File: src/rtl/rxbuf_pkg.sv
package rxbuf_pkg;

  typedef enum logic [1:0] {
    MODE_FRAMED_A = 2'b00,
    MODE_FRAMED_B = 2'b01,
    MODE_RAW      = 2'b10,
    MODE_STOP     = 2'b11
  } rxMode_e;

  // Strobes from control to datapath, one cycle each
  typedef struct packed {
    logic bitShift;    // shift rxBit into the assembly register
    logic byteLoad;    // move finished byte into the readout register
    logic rdShift;     // advance readout by one bit
    logic reinit;      // force assembly register to all ones
    logic rawCapture;  // sample rxBit for raw output
    logic rawPresent;  // present sampled raw bit on the flag pin
  } ctrlStb_t;

endpackage

File: src/rtl/rxbuf_ctrl.sv
module rxbuf_ctrl
  import rxbuf_pkg::*;
#(
  parameter int BYTE_W      = 8,
  parameter int SYNC_STAGES = 2
) (
  input  logic       clk,
  input  logic       rst_n,
  input  logic       rxBitClk,
  input  logic       frameHit,
  input  logic       hostSclk,
  input  logic       hostDir,
  input  logic       cfgWe,
  input  logic       cfgFrameClr,
  input  logic [1:0] cfgMode,
  output ctrlStb_t   stb,
  output rxMode_e    modeQ,
  output logic       readyPend,
  output logic       frameArmed,
  output logic       overrun,
  output logic       bitClkQ
);

  localparam int CNT_W = (BYTE_W > 2) ? $clog2(BYTE_W) : 1;
  localparam logic [CNT_W-1:0] LAST_IDX = CNT_W'(BYTE_W - 1);

  logic [SYNC_STAGES:0] sclkPipe;
  logic [CNT_W-1:0]     bitCnt;
  logic [CNT_W-1:0]     rdCnt;

  logic framed, hitNow, rxRise, rxFall, sclkFall, rdLast, clearOk;

  // Synchronizer stages plus one stage for edge detection
  always_ff @(posedge clk or negedge rst_n) begin
    if (!rst_n) sclkPipe <= '0;
    else        sclkPipe <= {sclkPipe[SYNC_STAGES-1:0], hostSclk};
  end

  always_ff @(posedge clk or negedge rst_n) begin
    if (!rst_n) bitClkQ <= 1'b0;
    else        bitClkQ <= rxBitClk;
  end

  always_comb begin
    framed   = (modeQ == MODE_FRAMED_A) || (modeQ == MODE_FRAMED_B);
    hitNow   = frameHit && framed;
    rxRise   = rxBitClk && !bitClkQ;
    rxFall   = !rxBitClk && bitClkQ;
    sclkFall = sclkPipe[SYNC_STAGES] && !sclkPipe[SYNC_STAGES-1];
    clearOk  = cfgWe && !cfgFrameClr && !readyPend;

    stb.bitShift   = framed && frameArmed && rxRise && !hitNow;
    stb.byteLoad   = stb.bitShift && (bitCnt == LAST_IDX);
    stb.rdShift    = sclkFall && readyPend;
    stb.reinit     = clearOk && hostDir && !hitNow;
    stb.rawCapture = (modeQ == MODE_RAW) && rxRise;
    stb.rawPresent = (modeQ == MODE_RAW) && rxFall;
    rdLast         = stb.rdShift && (rdCnt == LAST_IDX);
  end

  always_ff @(posedge clk or negedge rst_n) begin
    if (!rst_n)     modeQ <= MODE_FRAMED_A;
    else if (cfgWe) modeQ <= rxMode_e'(cfgMode);
  end

  // Frame match wins over host writes; clears are blocked while a byte waits
  always_ff @(posedge clk or negedge rst_n) begin
    if (!rst_n)                    frameArmed <= 1'b0;
    else if (hitNow)               frameArmed <= 1'b1;
    else if (cfgWe && cfgFrameClr) frameArmed <= 1'b1;
    else if (clearOk)              frameArmed <= 1'b0;
  end

  always_ff @(posedge clk or negedge rst_n) begin
    if (!rst_n)                      bitCnt <= '0;
    else if (hitNow || stb.reinit)   bitCnt <= '0;
    else if (stb.byteLoad)           bitCnt <= '0;
    else if (stb.bitShift)           bitCnt <= bitCnt + 1'b1;
  end

  always_ff @(posedge clk or negedge rst_n) begin
    if (!rst_n) begin
      readyPend <= 1'b0;
      rdCnt     <= '0;
    end else if (stb.byteLoad) begin
      readyPend <= 1'b1;
      rdCnt     <= '0;
    end else if (rdLast) begin
      readyPend <= 1'b0;
      rdCnt     <= '0;
    end else if (stb.rdShift) begin
      rdCnt     <= rdCnt + 1'b1;
    end
  end

  always_ff @(posedge clk or negedge rst_n) begin
    if (!rst_n)                                  overrun <= 1'b0;
    else if (stb.reinit)                         overrun <= 1'b0;
    else if (stb.byteLoad && readyPend && !rdLast) overrun <= 1'b1;
  end

endmodule

File: src/rtl/rxbuf_datapath.sv
module rxbuf_datapath
  import rxbuf_pkg::*;
#(
  parameter int BYTE_W = 8
) (
  input  logic     clk,
  input  logic     rst_n,
  input  logic     rxBit,
  input  ctrlStb_t stb,
  input  rxMode_e  modeQ,
  input  logic     readyPend,
  input  logic     bitClkQ,
  output logic     readyDataN,
  output logic     sdo,
  output logic     bitClkOut,
  output logic     bitClkOe
);

  logic [BYTE_W-1:0] asmReg;
  logic [BYTE_W-1:0] shReg;
  logic [BYTE_W-1:0] nextAsm;
  logic              rawHold;
  logic              rawBit;

  assign nextAsm = {asmReg[BYTE_W-2:0], rxBit};

  always_ff @(posedge clk or negedge rst_n) begin
    if (!rst_n)            asmReg <= '1;
    else if (stb.reinit)   asmReg <= '1;
    else if (stb.bitShift) asmReg <= nextAsm;
  end

  // New byte takes priority over an in-flight readout
  always_ff @(posedge clk or negedge rst_n) begin
    if (!rst_n)            shReg <= '1;
    else if (stb.byteLoad) shReg <= nextAsm;
    else if (stb.rdShift)  shReg <= {shReg[BYTE_W-2:0], 1'b1};
  end

  always_ff @(posedge clk or negedge rst_n) begin
    if (!rst_n) begin
      rawHold <= 1'b1;
      rawBit  <= 1'b1;
    end else begin
      if (stb.rawCapture) rawHold <= rxBit;
      if (stb.rawPresent) rawBit  <= rawHold;
    end
  end

  always_comb begin
    unique case (modeQ)
      MODE_RAW:  readyDataN = rawBit;
      MODE_STOP: readyDataN = 1'b1;
      default:   readyDataN = !readyPend;
    endcase
    sdo       = readyPend ? shReg[BYTE_W-1] : 1'b1;
    bitClkOut = bitClkQ;
    bitClkOe  = (modeQ != MODE_STOP);
  end

endmodule

File: src/rtl/rx_byte_reader.sv
module rx_byte_reader
  import rxbuf_pkg::*;
#(
  parameter int BYTE_W      = 8,
  parameter int SYNC_STAGES = 2
) (
  input  logic       clk,
  input  logic       rst_n,
  input  logic       rxBit,
  input  logic       rxBitClk,
  input  logic       frameHit,
  input  logic       hostSclk,
  input  logic       hostDir,
  input  logic       cfgWe,
  input  logic       cfgFrameClr,
  input  logic [1:0] cfgMode,
  output logic       readyDataN,
  output logic       sdo,
  output logic       bitClkOut,
  output logic       bitClkOe,
  output logic       frameArmed,
  output logic       overrun
);

  ctrlStb_t stb;
  rxMode_e  modeQ;
  logic     readyPend;
  logic     bitClkQ;

  rxbuf_ctrl #(.BYTE_W(BYTE_W), .SYNC_STAGES(SYNC_STAGES)) u_ctrl (
    .clk(clk), .rst_n(rst_n), .rxBitClk(rxBitClk), .frameHit(frameHit),
    .hostSclk(hostSclk), .hostDir(hostDir), .cfgWe(cfgWe),
    .cfgFrameClr(cfgFrameClr), .cfgMode(cfgMode), .stb(stb), .modeQ(modeQ),
    .readyPend(readyPend), .frameArmed(frameArmed), .overrun(overrun),
    .bitClkQ(bitClkQ)
  );

  rxbuf_datapath #(.BYTE_W(BYTE_W)) u_dp (
    .clk(clk), .rst_n(rst_n), .rxBit(rxBit), .stb(stb), .modeQ(modeQ),
    .readyPend(readyPend), .bitClkQ(bitClkQ), .readyDataN(readyDataN),
    .sdo(sdo), .bitClkOut(bitClkOut), .bitClkOe(bitClkOe)
  );

endmodule

File: config.mk
export PLATFORM = sky130hd
export DESIGN_NAME = rx_byte_reader
export DESIGN_NICKNAME = d
export VERILOG_FILES = /design/src/rtl/rxbuf_pkg.sv /design/src/rtl/rxbuf_ctrl.sv /design/src/rtl/rxbuf_datapath.sv /design/src/rtl/rx_byte_reader.sv
export SDC_FILE = /design/constraint.sdc
export NUM_CORES = 1
export LEC_CHECK = 0
export ABC_CLOCK_PERIOD_IN_PS = 2400
export BUFFER_PORTS_ARGS = -buffer_cell sky130_fd_sc_hd__buf_2
export CAP_MARGIN = 20
export CORE_MARGIN = 2
export CORE_UTILIZATION = 55
export DETAILED_ROUTE_END_ITERATION = 8
export GPL_ROUTABILITY_DRIVEN = 0
export HOLD_SLACK_MARGIN = 0.03
export PLACE_DENSITY = 0.76
export SKIP_CTS_REPAIR_TIMING = 1
export SLEW_MARGIN = 10
export SYNTH_ARGS = -nofsm -noshare
export SYNTH_HDL_FRONTEND = slang
export SYNTH_HIERARCHICAL = 1
export SYNTH_SLANG_ARGS = --single-unit
File: constraint.sdc
create_clock -name clk -period 2.4 [get_ports clk]
set_input_delay 0 -clock clk [delete_from_list [all_inputs] [get_ports clk]]
set_output_delay 0 -clock clk [all_outputs]
set_load 0.05 [all_outputs]
==> reports/metrics.cfg <==
[run_status]
status=completed

[synth]
synth_compound_area_share_pct=10.61
synth_xor_area_share_pct=0
synth_top_family_by_area=simple AND/OR/NAND/NOR gates
syn_inst=122
synth_cell_types=29
yosys.area_share.simple_pct=18.77
synth_adder_area_share_pct=3.367
syn_area_mm2=0.001486
avgSynthCellArea_um2=12.18
syn-num-nets=137
synthMuxAreaShare_pct=9.091
yosysSeqAreaShare_pct=55.30
yosys_register_bits=32
yosys_warnings=6

[route]
drtAntennaViolNets=0
drt_iter0_drc=19
drc=0
drtPass1Iterations=4
drt_wl_total_um=2565
via_count=990
via_per_inst=5.440
wl_per_cell_um=14.09

[sta]
tns_ns=0
post-route-min-period_ns=1.738
final_hold_viol_count=0
maxSlewHeadroom_pct=53.66
tightest_slew_ns=0.6951
rsz0062_at_grt=no
period_share_pct=72.43
slew_violations=0
fmax_mhz=575.3
finalClockSkew_ns=0.001336
finalSetupViolCount=0

[setup_path]
startpoint=u_ctrl/readyPend$_DFFE_PN0P_
critPathCaptureType=flop
worstPathBufferInverterCount=0
cp.required_ns=2.66
reg2reg_from=u_ctrl/readyPend$_DFFE_PN0P_
crit_path_max_incr_delay_ns=0.45
critical_path_arrival_ns=2.00
path_class=reg2reg
path_cells=nand2b_1 -> or3b_1 -> nor2_1 -> a211o_2
startpoint_type=flop
cp_max_fo=8
cp_top_family=simple AND/OR/NAND/NOR gates
cp_slowest_cell=dfrtp_1

[clocking]
cts_max_level=2
clk_pin_slew_ns=0.09
clock_path_buffers=2
clock-sinks=32
cts_inserted_buffers=5
clkLatencyLatePin_ns=0.31
cts_root_buffer=clkbuf_4
cts_tree=yes

[cells_and_area]
mostFrequentLayoutCells=dfstp_2 (17), buf_2 (16), dfrtp_1 (15)
drive_gt1_share_pct=36.84
fillers=199
syn_to_final_growth_pct=16.67
nets=166
layout_commonest_cell=dfstp_2
fin_cells=182
n_antenna_cell=0

[die]
die-height_um=55.99
core_area_mm2=0.002522
die_area_mm2=0.003134
rows=18
ios=17
die_x_um=55.99
initial_core_util_pct=58.93

[global_routing]
grt_max_degree=33
antenna_found_initial=0
grt-ovfl-total=0
grt_pass1_wl_um=4105
grt_pass1_vias=915
gr-usage-all-layers_pct=16.90

[pwr]
power_density_mw_per_mm2=660.9
p_leak_nw=0.7274
ir_drop_mv=0.5038

[placed_design]
dpl.hpwl_um=1709
placedCellCount=164
portBuffers=16

[worst_hold_path]
min_from=hostDir
hp-class=in2reg

[flow_run]
drv_cap=0

## power breakdown
part | switching (mW) | total (mW) | internal [mW] | leakage, nW
Combinational | 0.0833 | 0.176 | 0.0923 | 0.334
Clock | 0.171 | 0.311 | 0.139 | 0.0380
Sequential | 0.0377 | 0.660 | 0.622 | 0.356
Total | 0.292 | 1.15 | 0.854 | 0.727
## cell type report
class / count / area, um^2 / area share (%)
well taps: 30 / 37.54 / 2.165
inverters: 1 / 3.754 / 0.2165
multi-input cells: 84 / 621.8 / 35.86
repair buffers: 27 / 187.7 / 10.82
clock buffers: 6 / 51.30 / 2.958
flip-flops and latches: 32 / 822.0 / 47.40
clock inverters: 2 / 10.01 / 0.5772
## synthesized netlist by cell type
cell type / number / share of area (%)
dfstp_2: 17 / 30
dfrtp_1: 15 / 25
mux2i_1: 9 / 6.1
nand2_1: 9 / 2.3
nor2_1: 9 / 2.3
o21ai_0: 8 / 2.7
a21oi_1: 5 / 1.7
nand2b_1: 5 / 2.1
nor2b_1: 5 / 2.1
a211o_2: 4 / 2.7
ha_1: 4 / 3.4
mux2_2: 4 / 3.0
nand3b_1: 4 / 2.0
a211o_1: 3 / 1.8
buf_4: 3 / 1.5
nor2b_2: 3 / 1.8
nor3b_1: 3 / 1.5
a21o_1: 1 / 0.51
a221o_1: 1 / 0.67
a41oi_1: 1 / 0.59
and2_1: 1 / 0.42
and4bb_2: 1 / 0.84
buf_2: 1 / 0.34
buf_6: 1 / 0.76
inv_1: 1 / 0.25
nand2b_4: 1 / 0.93
nor3_1: 1 / 0.34
nor4b_4: 1 / 1.6
or3b_1: 1 / 0.59
## kinds of logic after synthesis
group	Yosys count
fa+ha+maj	4
compound gates	23
buf+inv	6
simple gates	44
flops	32
mux	13
## worst reg2reg max path, stage by stage (launching register included)
cell and delay, ns:
dfrtp_1 0.45, nand2b_1 0.19, or3b_1 0.42, nor2_1 0.45, a211o_2 0.18
## per-layer routing
| metal | vias up | global-route usage (%) | routed length [um] |
|---|---|---|---|
| li1 | 485 | - | - |
| met1 | 490 | 22.14 | 1167 |
| met2 | 13 | 26.72 | 1274 |
| met3 | 2 | 4.884 | 93 |
| met4 | 0 | 6.122 | 29 |
| met5 | - | 0 | 0 |
## worst paths after layout
kind | endpoint | cells past startpoint | slack [ns]
max in group asynchronous | u_ctrl/overrun$_DFFE_PN0P_ | 2 | 1.70
max | u_dp/asmReg[3]$_DFFE_PN1P_ | 4 | 0.66
max reg2reg | u_dp/asmReg[3]$_DFFE_PN1P_ | 4 | 0.66
min in group asynchronous | u_ctrl/rdCnt[0]$_DFFE_PN0P_ | 2 | 0.26
min reg2reg | u_ctrl/sclkPipe[1]$_DFF_PN0_ | 0 | 0.36
min | u_ctrl/bitCnt[0]$_DFFE_PN0P_ | 4 | 0.22
## registers in the layout (all words and copies together), names as in the netlist, 2 cells and up
name and count:
u_dp/shReg 8, u_dp/asmReg 7, u_ctrl/bitCnt 3, u_ctrl/rdCnt 3
u_ctrl/sclkPipe 3, u_ctrl/modeQ 2
## through the flow
stage | utilization [%] | total power, mW | setup slack [ns] | cell area (um^2) | hold slack (ns)
3_5_place_dp | 62.35 | 0.8271 | 0.7318 | 1573 | 0.07554
4_1_cts | 64.78 | 1.141 | 0.7136 | 1634 | -0.2734
3_3_place_gp | 62.35 | 0.8216 | 0.7928 | 1573 | 0.06904
5_1_grt | 68.75 | 1.201 | 0.5534 | 1734 | 0.2242
6_report | 68.75 | 1.146 | 0.6618 | 1734 | 0.2209
2_1_floorplan | - | 0.7780 | 0.5622 | 1486 | -0.2956
No activity file was read; power rests on OpenSTA's default activity.
